==> config.mk <==
export PLATFORM = sky130hd
export DESIGN_NAME = retire_queue
export DESIGN_NICKNAME = d
export VERILOG_FILES = /design/src/rtl/rq_pkg.sv /design/src/rtl/rq_disp_ctl.sv /design/src/rtl/rq_entry_store.sv /design/src/rtl/rq_retire_sel.sv /design/src/rtl/retire_queue.sv
export SDC_FILE = /design/constraint.sdc
export NUM_CORES = 1
export LEC_CHECK = 0
export ABC_AREA = 0
export BUFFER_PORTS_ARGS = -buffer_cell sky130_fd_sc_hd__buf_2
export CAP_MARGIN = 25
export CORE_UTILIZATION = 57
export DETAILED_ROUTE_END_ITERATION = 8
export GPL_TIMING_DRIVEN = 0
export PLACE_DENSITY = 0.88
export SLEW_MARGIN = 20
export SYNTH_ARGS = -nofsm -noshare
export SYNTH_HDL_FRONTEND = slang
export SYNTH_SLANG_ARGS = --single-unit
export TNS_END_PERCENT = 100
==> constraint.sdc <==
create_clock -name clk_i -period 7.8 [get_ports clk_i]
set_input_delay 1.17 -clock clk_i [delete_from_list [all_inputs] [get_ports clk_i]]
set_output_delay 1.17 -clock clk_i [all_outputs]
set_load 0.02 [all_outputs]
==> src/rtl/rq_pkg.sv <==
package rq_pkg;

   localparam int ERR_W    = 2;
   localparam int ERR_DISP = 0;
   localparam int ERR_CMP  = 1;

   // Positions an entry occupies in the ring: zero-count entries still take one.
   function automatic int rq_step(input int cnt);
      return (cnt == 0) ? 1 : cnt;
   endfunction

   // Single-subtraction wrap; valid while pos < 2*ring.
   function automatic int rq_wrap(input int pos, input int ring);
      return (pos >= ring) ? pos - ring : pos;
   endfunction

endpackage

==> src/rtl/rq_disp_ctl.sv <==
module rq_disp_ctl #(
   parameter int CAP   = 8,
   parameter int UOP_W = 4,
   parameter int RING  = 2 * CAP,
   parameter int TW    = $clog2(RING),
   parameter int CW    = $clog2(CAP + 1),
   parameter int PW    = $clog2(RING + 1)
) (
   input  logic             clk_i,
   input  logic             rst_ni,
   input  logic             disp_valid_i,
   input  logic [UOP_W-1:0] disp_uops_i,
   input  logic [CW-1:0]    free_i,
   input  logic [PW-1:0]    pos_used_i,
   output logic [TW-1:0]    tail_o,
   output logic [CW-1:0]    k_o,
   output logic [CW-1:0]    step_o,
   output logic             stall_o,
   output logic             fire_o
);
   import rq_pkg::*;

   localparam int UOP_MAX = (1 << UOP_W) - 1;

   logic [TW-1:0] tail_q;
   logic [CW-1:0] k_c;

   generate
      if (UOP_MAX > CAP) begin : g_clamp
         assign k_c = (int'(disp_uops_i) > CAP) ? CW'(CAP) : CW'(disp_uops_i);
      end else begin : g_pass
         assign k_c = CW'(disp_uops_i);
      end
   endgenerate

   assign k_o     = k_c;
   assign step_o  = CW'(rq_step(int'(k_c)));
   assign stall_o = (k_c > free_i) || ((int'(pos_used_i) + int'(step_o)) > RING);
   assign fire_o  = disp_valid_i && !stall_o;
   assign tail_o  = tail_q;

   always_ff @(posedge clk_i or negedge rst_ni) begin
      if (!rst_ni) begin
         tail_q <= '0;
      end else if (fire_o) begin
         tail_q <= TW'(rq_wrap(int'(tail_q) + int'(step_o), RING));
      end
   end


   tail_move_chk: assert property (@(posedge clk_i) disable iff (!rst_ni)
      !fire_o |=> $stable(tail_q));

endmodule

==> src/rtl/rq_entry_store.sv <==
module rq_entry_store #(
   parameter int RING = 16,
   parameter int TW   = $clog2(RING),
   parameter int CW   = 4
) (
   input  logic                     clk_i,
   input  logic                     rst_ni,
   input  logic                     wr_en_i,
   input  logic [TW-1:0]            wr_idx_i,
   input  logic [CW-1:0]            wr_slots_i,
   input  logic                     cmp_valid_i,
   input  logic [TW-1:0]            cmp_tok_i,
   input  logic [RING-1:0]          clr_i,
   output logic [RING-1:0]          valid_o,
   output logic [RING-1:0]          exec_o,
   output logic [RING-1:0][CW-1:0]  slots_o,
   output logic                     cmp_bad_o
);

   logic [RING-1:0]         valid_q;
   logic [RING-1:0]         exec_q;
   logic [RING-1:0][CW-1:0] slots_q;
   logic [RING-1:0]         wr_hit;
   logic [RING-1:0]         cmp_hit;
   logic                    tok_ok;

   assign tok_ok    = int'(cmp_tok_i) < RING;
   assign cmp_bad_o = cmp_valid_i &&
                      (!tok_ok || !valid_q[cmp_tok_i] || exec_q[cmp_tok_i]);

   generate
      for (genvar p = 0; p < RING; p++) begin : g_dec
         assign wr_hit[p]  = wr_en_i && (wr_idx_i == TW'(p));
         assign cmp_hit[p] = cmp_valid_i && !cmp_bad_o && (cmp_tok_i == TW'(p));
      end
   endgenerate

   always_ff @(posedge clk_i or negedge rst_ni) begin
      if (!rst_ni) begin
         valid_q <= '0;
         exec_q  <= '0;
         slots_q <= '0;
      end else begin
         for (int p = 0; p < RING; p++) begin
            if (clr_i[p]) begin
               valid_q[p] <= 1'b0;
               exec_q[p]  <= 1'b0;
               slots_q[p] <= '0;
            end else if (wr_hit[p]) begin
               valid_q[p] <= 1'b1;
               exec_q[p]  <= 1'b0;
               slots_q[p] <= wr_slots_i;
            end else if (cmp_hit[p]) begin
               exec_q[p]  <= 1'b1;
            end
         end
      end
   end

   assign valid_o = valid_q;
   assign exec_o  = exec_q;
   assign slots_o = slots_q;


   cmp_set_chk: assert property (@(posedge clk_i) disable iff (!rst_ni)
      (cmp_valid_i && !cmp_bad_o) |=> exec_q[$past(cmp_tok_i)]);


   cmp_rej_chk: assert property (@(posedge clk_i) disable iff (!rst_ni)
      (cmp_valid_i && !wr_en_i && clr_i == '0 && cmp_bad_o) |=> $stable(exec_q));

endmodule

==> src/rtl/rq_retire_sel.sv <==
module rq_retire_sel #(
   parameter int RING  = 16,
   parameter int LANES = 2,
   parameter int TW    = $clog2(RING),
   parameter int CW    = 4,
   parameter int PW    = $clog2(RING + 1),
   parameter int NW    = $clog2(LANES + 1)
) (
   input  logic                    clk_i,
   input  logic                    rst_ni,
   input  logic [TW-1:0]           head_i,
   input  logic [RING-1:0]         valid_i,
   input  logic [RING-1:0]         exec_i,
   input  logic [RING-1:0][CW-1:0] slots_i,
   output logic [NW-1:0]           ret_num_o,
   output logic [CW-1:0]           freed_o,
   output logic [PW-1:0]           pos_freed_o,
   output logic [TW-1:0]           head_nxt_o,
   output logic [RING-1:0]         clr_o
);
   import rq_pkg::*;

   logic [LANES-1:0][TW-1:0] lane_idx;
   logic [LANES-1:0]         lane_ok;

   always_comb begin
      logic [TW-1:0] cur;
      logic          go;
      int            n;
      int            fr;
      int            pf;
      cur = head_i;
      go  = 1'b1;
      n   = 0;
      fr  = 0;
      pf  = 0;
      for (int l = 0; l < LANES; l++) begin
         lane_idx[l] = cur;
         lane_ok[l]  = go && valid_i[cur] && exec_i[cur];
         go          = lane_ok[l];
         if (lane_ok[l]) begin
            n   = n + 1;
            fr  = fr + int'(slots_i[cur]);
            pf  = pf + rq_step(int'(slots_i[cur]));
            cur = TW'(rq_wrap(int'(cur) + rq_step(int'(slots_i[cur])), RING));
         end
      end
      ret_num_o   = NW'(n);
      freed_o     = CW'(fr);
      pos_freed_o = PW'(pf);
      head_nxt_o  = cur;
   end

   generate
      for (genvar p = 0; p < RING; p++) begin : g_clr
         always_comb begin
            clr_o[p] = 1'b0;
            for (int l = 0; l < LANES; l++) begin
               if (lane_ok[l] && lane_idx[l] == TW'(p)) clr_o[p] = 1'b1;
            end
         end
      end
   endgenerate


   head_ready_chk: assert property (@(posedge clk_i) disable iff (!rst_ni)
      (ret_num_o != '0) |-> (valid_i[head_i] && exec_i[head_i]));


   ret_cap_chk: assert property (@(posedge clk_i) disable iff (!rst_ni)
      $countones(clr_o) == int'(ret_num_o));

endmodule

==> src/rtl/retire_queue.sv <==
module retire_queue #(
   parameter int CAP     = 8,
   parameter int UOP_W   = 4,
   parameter int MAX_RET = 2,
   localparam int RING   = 2 * CAP,
   localparam int TW     = $clog2(RING),
   localparam int CW     = $clog2(CAP + 1),
   localparam int PW     = $clog2(RING + 1),
   localparam int LANES  = (MAX_RET == 0 || MAX_RET > RING) ? RING : MAX_RET,
   localparam int NW     = $clog2(LANES + 1)
) (
   input  logic                    clk_i,
   input  logic                    rst_ni,
   input  logic                    disp_valid_i,
   input  logic [UOP_W-1:0]        disp_uops_i,
   output logic                    disp_stall_o,
   output logic [TW-1:0]           disp_tok_o,
   input  logic                    cmp_valid_i,
   input  logic [TW-1:0]           cmp_tok_i,
   output logic [NW-1:0]           ret_cnt_o,
   output logic [TW-1:0]           ret_tok_o,
   output logic [CW-1:0]           free_o,
   output logic [rq_pkg::ERR_W-1:0] err_o
);
   import rq_pkg::*;

   generate
      if (CAP < 1) begin : g_bad_cap
         $error("retire_queue: CAP must be at least 1");
      end
      if (UOP_W < 1) begin : g_bad_uop
         $error("retire_queue: UOP_W must be at least 1");
      end
      if (MAX_RET < 0) begin : g_bad_ret
         $error("retire_queue: MAX_RET must not be negative");
      end
   endgenerate

   logic [CW-1:0]           free_q;
   logic [PW-1:0]           pos_used_q;
   logic [TW-1:0]           head_q;
   logic [ERR_W-1:0]        err_q;

   logic [TW-1:0]           tail;
   logic [CW-1:0]           disp_k;
   logic [CW-1:0]           disp_step;
   logic                    disp_fire;
   logic                    stall;

   logic [RING-1:0]         ent_valid;
   logic [RING-1:0]         ent_exec;
   logic [RING-1:0][CW-1:0] ent_slots;
   logic                    cmp_bad;

   logic [NW-1:0]           ret_num;
   logic [CW-1:0]           freed;
   logic [PW-1:0]           pos_freed;
   logic [TW-1:0]           head_nxt;
   logic [RING-1:0]         clr;

   rq_disp_ctl #(
      .CAP   (CAP),
      .UOP_W (UOP_W),
      .RING  (RING),
      .TW    (TW),
      .CW    (CW),
      .PW    (PW)
   ) disp_i (
      .clk_i        (clk_i),
      .rst_ni       (rst_ni),
      .disp_valid_i (disp_valid_i),
      .disp_uops_i  (disp_uops_i),
      .free_i       (free_q),
      .pos_used_i   (pos_used_q),
      .tail_o       (tail),
      .k_o          (disp_k),
      .step_o       (disp_step),
      .stall_o      (stall),
      .fire_o       (disp_fire)
   );

   rq_entry_store #(
      .RING (RING),
      .TW   (TW),
      .CW   (CW)
   ) store_i (
      .clk_i       (clk_i),
      .rst_ni      (rst_ni),
      .wr_en_i     (disp_fire),
      .wr_idx_i    (tail),
      .wr_slots_i  (disp_k),
      .cmp_valid_i (cmp_valid_i),
      .cmp_tok_i   (cmp_tok_i),
      .clr_i       (clr),
      .valid_o     (ent_valid),
      .exec_o      (ent_exec),
      .slots_o     (ent_slots),
      .cmp_bad_o   (cmp_bad)
   );

   rq_retire_sel #(
      .RING  (RING),
      .LANES (LANES),
      .TW    (TW),
      .CW    (CW),
      .PW    (PW),
      .NW    (NW)
   ) ret_i (
      .clk_i       (clk_i),
      .rst_ni      (rst_ni),
      .head_i      (head_q),
      .valid_i     (ent_valid),
      .exec_i      (ent_exec),
      .slots_i     (ent_slots),
      .ret_num_o   (ret_num),
      .freed_o     (freed),
      .pos_freed_o (pos_freed),
      .head_nxt_o  (head_nxt),
      .clr_o       (clr)
   );

   always_ff @(posedge clk_i or negedge rst_ni) begin
      if (!rst_ni) begin
         free_q     <= CW'(CAP);
         pos_used_q <= '0;
         head_q     <= '0;
         err_q      <= '0;
      end else begin
         free_q     <= free_q - (disp_fire ? disp_k : '0) + freed;
         pos_used_q <= pos_used_q + (disp_fire ? PW'(disp_step) : '0) - pos_freed;
         head_q     <= head_nxt;
         err_q[ERR_DISP] <= disp_valid_i && stall;
         err_q[ERR_CMP]  <= cmp_bad;
      end
   end

   assign disp_stall_o = stall;
   assign disp_tok_o   = tail;
   assign ret_cnt_o    = ret_num;
   assign ret_tok_o    = head_q;
   assign free_o       = free_q;
   assign err_o        = err_q;


   free_bound_chk: assert property (@(posedge clk_i) disable iff (!rst_ni)
      int'(free_q) <= CAP);


   stall_err_chk: assert property (@(posedge clk_i) disable iff (!rst_ni)
      (disp_valid_i && disp_stall_o) |=> err_o[ERR_DISP]);


   zero_free_chk: assert property (@(posedge clk_i) disable iff (!rst_ni)
      (disp_fire && disp_k == '0) |=> (free_q >= $past(free_q)));


   pos_bound_chk: assert property (@(posedge clk_i) disable iff (!rst_ni)
      int'(pos_used_q) <= RING);

endmodule

## Yosys cells after proc, flatten, opt, wreduce, memory -nomap -nowiden

Cells that the tools add are included.

- Register bits after elaboration: 115
- Latch bits: 0
- Memory bits (writable): 0
- Memory bits (read-only): 0
- Bits of input ports: 12
- Output and inout bits: 17
- Word-level logic and storage cells: 428
- Memories: 0

- $add $sub $neg: 14
- Multiply operators: 0
- Divide/modulo/power cells: 0
- $lt $le $gt $ge: 9
- Equality and inequality tests: 60
- Shift operators: 0
- Mux-type cells: 177
- Bitwise logic cells: 0
- Reduce and logical (&&, ||, !) cells: 115

Operator list:

| operator | number |
|---|---|
| two-way mux 4 bit | 48 |
| == test 4 bit (second input constant) | 32 |
| two-way mux 1 bit | 119 |
| logical AND 1 bit | 71 |
| == test 4 x 3 -> 1 bit (second input constant) | 16 |
| greater-or-equal comparator 32 x 6 -> 1 bit (second input constant) | 2 |
| nonzero test 3 bit | 16 |
| binary-select mux 4 bit (select 4 bit) | 2 |
| == test 4 x 2 -> 1 bit (second input constant) | 8 |
| greater-than comparator 32 x 6 -> 1 bit (second input constant) | 1 |
| nonzero test 2 bit | 16 |
| logical NOT 4 bit | 7 |
| binary-select mux 1 bit (select 4 bit) | 6 |
| == test 4 x 1 -> 1 bit (second input constant) | 4 |
| adder 4 x 4 -> 5 bit | 3 |
| less-than comparator 4 x 5 -> 1 bit (second input constant) | 3 |
| subtractor 4 x 1 -> 4 bit (second input constant) | 3 |
| adder 4 bit | 2 |
| adder 5 x 4 -> 6 bit | 1 |
| adder 5 x 4 -> 5 bit | 1 |
| adder 5 bit | 1 |
| greater-or-equal comparator 5 bit (second input constant) | 1 |
| two-way mux 5 bit | 1 |
| subtractor 5 bit | 1 |
| 7 further kinds | 10 |

## Depth between registers and ports, before layout

Gate-level depths: netlist of the first run.

- Depth after elaboration: 16
- Gate-level depth with buffers: 34
- Depth with buffers taken out: 28

## Cells and area by module

Synthesis of the first run repeated with hierarchy kept, for this count alone.

- Cells, all modules: 877
- Area, all modules: 8,582.0 µm²

Modules (own cells, without submodules):

| module | instances | cells an instance | area each (µm²) | seq. area each (µm²) |
|---|---|---|---|---|
| rq_entry_store | 1 | 390 | 4,317.9 | 2,402.3 |
| rq_retire_sel | 1 | 343 | 2,785.2 | 0.0 |
| retire_queue | 1 | 78 | 890.9 | 376.6 |
| rq_disp_ctl | 1 | 66 | 588.1 | 100.1 |

## Worst setup path after synthesis of the first run

OpenSTA, ideal clock, no wires.

- Path type: register to register
- From: reg head_q[0] (netlist: ret_tok_o[0])
- To: reg pos_used_q[4]
- Library setup time: 80 ps
- Arrival: 7,438 ps
- Data required time: 7,720 ps
- Slack: 282 ps
- Stages on the path, launching flop included: 31
- Buffers on the path: 5
- Clock period less this slack: 7,518 ps
- Cells stage by stage: dfrtp_1 buf_2 buf_2 clkbuf_1 mux4_2 mux4_2 a31o_2 ha_1 clkbuf_1 inv_1 a211oi_2 nor2_8 inv_2 buf_4 nand2_1 a221o_1 a21oi_2 or2_2 nor3_1 or2_2 ha_1 ha_1 or3_1 nand3_1 xnor2_1 fa_1 ha_1 a21o_1 a21oi_1 xnor2_1 xnor2_1

- Longest elaborated chain between the ends: 15
- Elaborated cells between the ends (all ways): 28
- Classes of those cells: add/sub: 4; order compare: 1; mux: 18; reduce/logical: 5

RTL lines:

| what | line | RTL |
|---|---|---|
| from (decl) | retire_queue.sv:41 | `logic [TW-1:0] head_q;` |
| from (signal assigned) | retire_queue.sv:131 | `head_q <= head_nxt;` |
| binary-select mux 4 bit (select 4 bit) | rq_retire_sel.sv:44, rq_retire_sel.sv:45 |  |
| two-way mux 4 bit (not written as such) | rq_retire_sel.sv:44, rq_retire_sel.sv:45 |  |
| logical NOT 4 bit | rq_pkg.sv:9 | `return (cnt == 0) ? 1 : cnt;` |
| two-way mux 4 bit | rq_pkg.sv:9 |  |
| adder 4 x 4 -> 5 bit | rq_retire_sel.sv:45 | `cur = TW'(rq_wrap(int'(cur) + rq_step(int'(slots_i[cur])), RING));` |
| greater-or-equal comparator 32 x 6 -> 1 bit or subtractor 4 x 1 -> 4 bit (tied branches) | rq_pkg.sv:14 | `return (pos >= ring) ? pos - ring : pos;` |
| two-way mux 4 bit | rq_pkg.sv:14 |  |
| two-way mux 4 bit | rq_retire_sel.sv:41 | `if (lane_ok[l]) begin` |
| binary-select mux 4 bit (select 4 bit) | rq_retire_sel.sv:44 | `pf = pf + rq_step(int'(slots_i[cur]));` |
| two-way mux 4 bit (not written as such) | rq_retire_sel.sv:44 |  |
| logical NOT 4 bit | rq_pkg.sv:9 |  |
| two-way mux 4 bit | rq_pkg.sv:9 |  |
| adder 5 bit | rq_retire_sel.sv:44 |  |
| two-way mux 5 bit (*) | rq_retire_sel.sv:41 |  |
| subtractor 5 bit (*) | retire_queue.sv:130 | `pos_used_q <= pos_used_q + (disp_fire ? PW'(disp_step) : '0) - pos_freed;` |
| to (signal assigned) | retire_queue.sv:130 |  |
| to (decl) | retire_queue.sv:40 | `logic [PW-1:0] pos_used_q;` |

Mark *: on every way between the ends. The rest lies on a longest branch, timed or not. The select of a mux whose other input is x is not followed.
A chain may end at the register's enable or synchronous reset.

## Final worst setup path of the first run

- From: reg head_q[1] (netlist: ret_tok_o[1])
- To: reg pos_used_q[4]

Same word-level chain as after synthesis.

==> metrics.txt, run 1 <==
status=finished clean; Worst EP arrival=8.04 ns; drt drc=0; Post-Syn Nets=918; die area=14750 um2; initial antenna violation count=0; Die X=121.4 um; Ports=29; drt first pass iters=8; Slowest cell on crit path=mux4_2; CTS Buf Count=17; max_cap viols=0; DR iter-0 viols=1213; GRT Util Overall=38.23%; share of post-route cells with drive strength above 1=18.00%; Max Freq=130.2 MHz; Met1 Wirelength=9940 um; Die Y=121.4 um; Critical Path RT=8.16 ns; final core utilization=67.60%; Yosys warning total=0; DR WL met3=3839 um; min Tclk post-route=7.683 ns; reg2reg setup slack=0.12 ns; critical path launch point type=flop; Final Slew Violations=0; clock skew=0.01050 ns; wire per inst=24.40 um; vias per inst=6.903; Worst Hold Class=flop to flop; cts hold-fix bufs=0; vias in the first global route=7399; Crit path depth=31; # port buffers=27; met2 WL=11810 um; Root Buffer=clkbuf_16; CP top delay family=compound AO/OA/AOI/OAI gates; CORE AREA=13880 um2; clk_lat worst skew=0.44 ns; # diodes=0; Clk pin slew, worst setup/hold paths=0.06 ns; Async SR Flop Fraction=100.0%; critical path buffer and inverter count=5; global placer's final weighted congestion=1.016; top layer used by detailed routing=met4; most area-consuming cells after synthesis=dfrtp_1, mux2i_1, mux4_2; Least-Margin Pin Slew=1.124 ns; hold path cells=1; Final Hold Vio Count=0; Max clock buf depth=2; Final WS setup=0.1168 ns; flops & latches, synth=115; largest net degree at the start of global routing=61; Initial Utilization=58.57%; row cnt=43; Clock Sinks=115; Vias=7725; FF-to-FF path depth=31; Final #Nets=980; synthesized area=8130 um2; post-synth cell types=67; dpl hpwl=18740 um; Post-synth EDFFs=0; share of Yosys cell area claimed by the top area cell type=35.09%; Rel. slew slack=24.78%; WL final=27310 um; pre-CTS setup slack=-0.9791 ns; crit end category=flop; CP max FO=10; register area share after synthesis=35.41%; Avg Cell Area, Syn=9.410 um2; Synth area leader=dfrtp_1; H-tree depth=4; type of the worst setup path=flop to flop; Final period util=98.50%; Post-Synthesis Cells=864; CTS tree=yes; P&R area growth vs syn=15.42%; max incr delay on CP=0.53 ns; # setup viols final=0; ANT nets after route=0; global-route wire length before repair=41160 um; commonest register cell after synthesis=dfrtp_1; grt total ovfl=0
==> kinds of logic (layout without fill, tap and decap cells) <==
logic type	count (synthesis)	count (layout)	synth area share [%]
buffers and inverters	84	159	4.586
and+or+nand+nor	330	330	18.25
adders and majority gates	43	43	7.602
muxes	121	121	19.36
xor gates and xnor gates	26	26	2.893
AOI/OAI and AO/OA	145	145	11.90
DFF	115	115	35.41
==> registers in the layout (all words and copies together), names as in the netlist <==
signal,flops
store_i.slots_o,64
ret_tok_o,4
disp_i.tail_o,4
store_i.exec_o,16
store_i.valid_o,16
free_o,4
err_o,2
pos_used_q,5
==> path summary, 6_finish.rpt <==
| path | startpoint | end |
|---|---|---|
| hold reg to reg | pos_used_q[0]$_DFF_PN0_ | pos_used_q[0]$_DFF_PN0_ |
| min in group asynchronous | rst_ni | free_o[1]$_DFF_PN0_ |
| setup reg to reg | ret_tok_o[1]$_DFF_PN0_ | pos_used_q[4]$_DFF_PN0_ |
| setup / recovery | ret_tok_o[1]$_DFF_PN0_ | pos_used_q[4]$_DFF_PN0_ |
| hold / removal | pos_used_q[0]$_DFF_PN0_ | pos_used_q[0]$_DFF_PN0_ |
| max in group asynchronous | rst_ni | store_i.valid_o[10]$_DFFE_PN0N_ |
==> placed cells by master, fill, tap and decap left out, drive strengths merged, types with 3 or more instances in the layout <==
| cell type | synthesis | final |
|---|---|---|
| mux2 | 17 | 17 |
| o2111ai | 4 | 4 |
| o211ai | 4 | 4 |
| buf | 17 | 63 |
| nor3b | 11 | 11 |
| and3 | 5 | 5 |
| nor2 | 140 | 140 |
| ha | 31 | 31 |
| mux2i | 80 | 80 |
| a21o | 8 | 8 |
| o31ai | 3 | 3 |
| a22oi | 4 | 4 |
| nand4 | 7 | 7 |
| clkinv | 1 | 7 |
| dfrtp | 114 | 114 |
| or3 | 6 | 6 |
| nand2b | 6 | 6 |
| and2 | 3 | 3 |
| nand3 | 25 | 25 |
| a22o | 9 | 9 |
| inv | 37 | 38 |
| a31oi | 18 | 18 |
| xor2 | 8 | 8 |
| xnor2 | 18 | 18 |
| mux4 | 24 | 24 |
| bufinv | 0 | 3 |
| clkbuf | 29 | 46 |
| a21oi | 43 | 43 |
| a32oi | 3 | 3 |
| fa | 11 | 11 |
| nor3 | 29 | 29 |
| nor2b | 10 | 10 |
| nand2 | 82 | 82 |
| o21ai | 31 | 31 |
==> repair_timing <==
item / in CTS / in global routing
setup buffers: 1 / 10
pin swaps: 0 / 4
gates resized for setup: 21 / 18
setup endpoints to repair: 9 / 3
==> metrics by stage <==
step / hold slack (ns) / std cells / cell area (um2) / setup TNS, ns
6_report: 0.5286 / 1119 / 9384 / 0
5_1_grt: 0.5445 / 1119 / 9384 / -0.1211
4_1_cts: 0.5164 / 1108 / 9259 / 0
3_5_place_dp: 0.5029 / 1076 / 8566 / -3.347
3_3_place_gp: 0.4984 / 1071 / 8491 / -3.099
2_1_floorplan: 0.4802 / 864 / 8130 / 0
==> layer usage <==
| metal | vias up | GRT usage, % |
|---|---|---|
| met5 | - | 0 |
| met4 | 0 | 21.99 |
| li1 | 3200 | - |
| met1 | 3660 | 49.67 |
| met2 | 687 | 54.62 |
| met3 | 178 | 14.05 |
==> cell usage after synthesis (8+ instances only) <==
| cell | count |
|---|---|
| a21o_1 | 8 |
| a21oi_1 | 39 |
| a22o_1 | 9 |
| a31oi_1 | 18 |
| buf_2 | 10 |
| clkbuf_1 | 29 |
| dfrtp_1 | 114 |
| fa_1 | 11 |
| ha_1 | 31 |
| inv_1 | 35 |
| mux2_2 | 14 |
| mux2i_1 | 77 |
| mux4_2 | 24 |
| nand2_1 | 82 |
| nand3_1 | 25 |
| nor2_1 | 139 |
| nor2b_1 | 10 |
| nor3_1 | 29 |
| nor3b_1 | 11 |
| o21ai_0 | 30 |
| xnor2_1 | 18 |
==> area by class of cell <==
type / instances / area (um2)
multi-input cells: 665 / 4975
fillers: 999 / 4497
flip-flops and latches: 115 / 2880
clock buffers: 20 / 456.7
repair buffers: 44 / 281.5
plain buffers: 45 / 265.3
well taps: 180 / 225.2
clock inverters: 12 / 155.1
inverters: 38 / 145.1
Power of run 1 is not shown: default switching activity piles up to over one toggle a cycle in this logic, so the estimate is an artifact.
==> inputs of run 2 (changes only) <==
--- a/config.mk
+++ b/config.mk
@@ -7,3 +7,3 @@
 export LEC_CHECK = 0
-export ABC_AREA = 0
+export ABC_AREA = 1
 export BUFFER_PORTS_ARGS = -buffer_cell sky130_fd_sc_hd__buf_2
--- a/constraint.sdc
+++ b/constraint.sdc
@@ -3,2 +3,2 @@
 set_output_delay 1.17 -clock clk_i [all_outputs]
-set_load 0.02 [all_outputs]
+set_load 0.05 [all_outputs]
==> metrics.txt, run 2 <==
status=finished clean; clk_lat worst skew=0.43 ns; min Tclk post-route=7.434 ns; max_cap viols=0; commonest register cell after synthesis=dfrtp_1; critical path launch point type=flop; Area after DPL=8817 um2; ANT nets after route=0; Yosys warning total=0; wire per inst=19.92 um; initial antenna violation count=0; largest net degree at the start of global routing=61; Die X=123.4 um; Max clock buf depth=2; Worst EP arrival=7.74 ns; Max Freq=134.5 MHz; Post-synth EDFFs=0; Worst Hold Class=flop to flop; max reg flops=64; commonest non-fill, non-tap cell in the layout=nand2_1; most frequent cell after synthesis=nand2_1; dpl hpwl=22160 um; drt drc=0; Async SR Flop Fraction=100.0%; # setup viols final=0; RSZ-0062 raised after global routing=false; WL final=29590 um; global placer's final weighted congestion=1.007; Final period util=95.31%; vias per inst=6.161; register area share after synthesis=34.26%; Initial Utilization=58.04%; CORE AREA=14480 um2; TNS Setup=0 ns; Final Hold Vio Count=0; crit end category=flop; Rel. slew slack=28.21%; Post-Synthesis Cells=1240; share of post-route cells with drive strength above 1=9.608%; Slowest cell on crit path=nor2_1; Synth area leader=dfrtp_1; critical path's most frequent cell=nand2_1; # diodes=0; commonest non-fill, non-tap cells in the layout=nand2_1, nor2_1, inv_1; CTS Buf Count=17; Critical Path RT=8.11 ns; P&R area growth vs syn=12.61%; DR iter-0 viols=1333; global-route wire length before repair=45270 um; post-synth cell types=47; synthesized area=8403 um2; vias in the first global route=8330; Clk pin slew, worst setup/hold paths=0.06 ns; CP top delay family=simple AND/OR/NAND/NOR gates; clock skew=0.009518 ns; grt total ovfl=0; drt first pass iters=7; post-route cell area=9463 um2; # Post-CTS Setup Buffers=0; Post-Syn Nets=1294; max incr delay on CP=0.56 ns; pre-CTS setup slack=-0.3270 ns; H-tree depth=4; most area-consuming cells after synthesis=dfrtp_1, nand2_1, nor2_1; row cnt=44; critical path buffer and inverter count=8; CTS tree=yes; Die Y=123.4 um; Avg Cell Area, Syn=6.777 um2; Post-synth top cells=nand2_1, nor2_1, inv_1, dfrtp_1, o21ai_0; Final Slew Violations=0; # port buffers=28; Vias=9149; Root Buffer=clkbuf_16; die area=15230 um2; Ports=29; Clock Sinks=115; Final WS setup=0.3660 ns; CP max FO=10; GRT Util Overall=41.01%; flops & latches, synth=115; type of the worst setup path=flop to flop; Least-Margin Pin Slew=1.069 ns; Final #Nets=1343; share of Yosys cell area claimed by the top area cell type=33.95%
==> run 2: cell count changes after synthesis, sizes merged, moves of 24 or more <==
cell,delta
inv,+93
mux2i,-80
nand4,+26
nand2,+361
o21ai,+80
nand3,+27
mux4,-24
==> run 2: final timing paths <==
kind | startpoint | to | cells after the start | slack [ns]
setup reg to reg | ret_tok_o[0]$_DFF_PN0_ | pos_used_q[4]$_DFF_PN0_ | 35 | 0.37
max in group asynchronous | rst_ni | free_o[3]$_DFF_PN1_ | 2 | 6.32
min in group asynchronous | rst_ni | store_i.exec_o[3]$_DFFE_PN0P_ | 1 | 0.71
setup / recovery | ret_tok_o[0]$_DFF_PN0_ | pos_used_q[4]$_DFF_PN0_ | 35 | 0.37
hold reg to reg | pos_used_q[0]$_DFF_PN0_ | pos_used_q[0]$_DFF_PN0_ | 1 | 0.54
hold / removal | pos_used_q[0]$_DFF_PN0_ | pos_used_q[0]$_DFF_PN0_ | 1 | 0.54
==> run 2: per-layer routing <==
metal | share of wire (%) | vias to the layer above | track usage (%)
li1 | - | 4169 | -
met1 | 39 | 4237 | 53.85
met2 | 43 | 641 | 60.61
met3 | 13 | 102 | 14.16
met4 | 4.0 | 0 | 18.83
met5 | 0 | - | 0
==> run 2: layout make-up <==
| cell class | instances | area (um2) |
|---|---|---|
| Buffer | 28 | 153.9 |
| Clock inverter | 13 | 175.2 |
| Timing Repair Buffer | 31 | 188.9 |
| Inverter | 132 | 498.0 |
| Tap cell | 184 | 230.2 |
| Clock buffer | 18 | 429.2 |
| Sequential cell | 115 | 2880 |
| Fill cell | 1309 | 5016 |
| Multi-Input combinational cell | 964 | 4907 |
==> run 2: timing repair <==
item,CTS,global route
hold buffers,0,0
setup endpoints to repair,2,3
gates resized for setup,3,10
==> run 2: cells by family (layout without fill, tap and decap cells) <==
family / Yosys count / in the layout / share of synthesized area (%)
and+or+nand+nor: 698 / 698 / 34.16
buffers and inverters: 161 / 222 / 7.713
adders and majority gates: 42 / 42 / 7.236
DFF: 115 / 115 / 34.26
xor gates and xnor gates: 19 / 19 / 1.980
AOI/OAI and AO/OA: 205 / 205 / 14.65
==> run 2: worst reg2reg max path, delay by kind of cell, from the launching register on <==
kind / cells / cell delay [ns]
AO/OA/AOI/OAI: 4 / 0.92
XOR/XNOR: 1 / 0.21
flip-flops: 1 / 0.47
adder cells (fa/ha/maj): 6 / 2.13
AND/OR/NAND/NOR: 16 / 2.47
buffers and inverters: 8 / 1.12
==> run 2: metrics by stage <==
step                      hold slack (ns)  utilization, %  std cells
final                              0.5374           65.36       1485
after global placement             0.4959           60.59       1452
after detailed placement           0.5327           60.90       1454
after CTS                          0.5429           65.10       1484
after global routing               0.5514           65.36       1485
after floorplan                    0.4849               -       1240
Power of run 2 is left out for the same reason.
==> inputs of run 3 (changes only) <==
Settings changed: CORE_ASPECT_RATIO set to 1.25, CORE_MARGIN set to 3.
==> metrics.txt, run 3 (same netlist as run 2, synthesis figures left out) <==
drt first pass iters=7; Final period util=94.79%; Least-Margin Pin Slew=1.096 ns; Worst EP arrival=7.77 ns; Slowest cell on crit path=dfrtp_2; Vias=9097; commonest non-fill, non-tap cell in the layout=nand2_1; Initial Utilization=58.32%; Max clock buf depth=2; Critical Path RT=8.17 ns; dpl hpwl=22780 um; # port buffers=28; Die Y=141.8 um; max reg flops=64; Final Slew Violations=0; TNS Setup=0 ns; Final Hold Vio Count=0; dpl cells=1449; clock skew=0.01292 ns; row cnt=49; # diodes=0; fill count=1276; Clock Sinks=115; share of post-route cells with drive strength above 1=9.816%; met3 Usage GRT=10.37%; DR iter-0 viols=1141; Worst Hold Class=flop to flop; grt total ovfl=0; critical path's most frequent cell=nand2_1; vias per inst=6.138; CP Launch Point=ret_tok_o[0]$_DFF_PN0_; status=finished clean; origin of the critical flop-to-flop path=ret_tok_o[0]$_DFF_PN0_; Ports=29; initial antenna violation count=0; # setup viols final=0; crit end category=flop; M1 GR Usage=49.29%; CTS tree=yes; GRT Util Overall=38.92%; global-route wire length before repair=47810 um; Rel. slew slack=26.66%; CTS Buf Count=17; CP max FO=10; grt peak-use layer=met2; max incr delay on CP=0.49 ns; ANT nets after route=0; critical path launch point type=flop; min Tclk post-route=7.394 ns; vias in the first global route=8711; wire per inst=20.62 um; Clk pin slew, worst setup/hold paths=0.06 ns; drt drc=0; P&R area growth vs syn=12.67%; final non-filler cell total=1482; cts hold-fix bufs=0; commonest non-fill, non-tap cells in the layout=nand2_1, nor2_1, inv_1; Die X=114.6 um; CORE AREA=14410 um2; Max Freq=135.2 MHz; die area=16240 um2; type of the worst setup path=flop to flop; max_cap viols=0; RSZ-0062 raised after global routing=false; Root Buffer=clkbuf_16; WL final=30550 um; largest net degree at the start of global routing=66; hold wc startpoint=pos_used_q[0]$_DFF_PN0_; global placer's final weighted congestion=1.029; H-tree depth=4; Global Route met2 Usage=59.92%; Area after DPL=8812 um2; Final #Nets=1345; post-route cell area=9468 um2; clk_lat worst skew=0.44 ns
==> run 3: cell types whose count changed in the layout (fill, tap and decap cells not counted), sizes merged <==
cell and delta:
buf +2, bufinv -1, clkinv -2, inv +4
==> run 3: layer usage <==
metal | up-vias | wire length [um] | part of all wire (%)
met3 | 123 | 3166 | 10
li1 | 4167 | - | -
met2 | 612 | 13790 | 45
met1 | 4195 | 11790 | 39
met4 | 0 | 1813 | 5.9
met5 | - | 0 | 0
==> run 3: layout make-up <==
cell class                      count  area [um2]  share of cell area (%)
Buffer                             28       153.9                   1.625
Clock buffer                       18       439.2                   4.639
Clock inverter                     14       165.2                   1.744
Inverter                          132       498.0                   5.260
Multi-Input combinational cell    964        4910                   51.86
Sequential cell                   115        2880                   30.42
Tap cell                          178       222.7                   2.352
Timing Repair Buffer               33       198.9                   2.101
==> run 3: path summary, 6_finish.rpt <==
kind	endpoint	slack [ns]	cells after the start
max	free_o[3]$_DFF_PN1_	0.41	36
min	pos_used_q[0]$_DFF_PN0_	0.53	1
max reg2reg	free_o[3]$_DFF_PN1_	0.41	36
min reg2reg	pos_used_q[0]$_DFF_PN0_	0.53	1
max in group asynchronous	free_o[3]$_DFF_PN1_	6.40	2
min in group asynchronous	store_i.slots_o[17]$_DFFE_PN0N_	0.68	1
==> run 3: worst max-delay path, delay by kind of cell, from the launching register on <==
kind	cells	cell delay [ns]
AND/OR/NAND/NOR	12	1.75
adder cells (fa/ha/maj)	6	2.03
flip-flops	1	0.49
buffers and inverters	7	1.26
XOR/XNOR	3	0.51
AO/OA/AOI/OAI	8	1.28
==> run 3: stage by stage <==
step | setup WS [ns] | hold WS, ns | util (%)
after floorplan | 1.468 | 0.4849 | -
after global routing | 0.009740 | 0.5477 | 65.71
after CTS | 0.1470 | 0.5268 | 65.38
after detailed placement | -0.2709 | 0.5131 | 61.16
after global placement | -0.2038 | 0.5090 | 60.84
final | 0.4061 | 0.5284 | 65.71
==> run 3: what timing repair did <==
| action | in CTS | in global routing |
|---|---|---|
| resized for setup | 1 | 11 |
| setup buffers | 0 | 0 |
| setup endpoints to repair | 2 | 3 |
| pin swaps | 0 | 0 |
Power of run 3 is left out for the same reason.
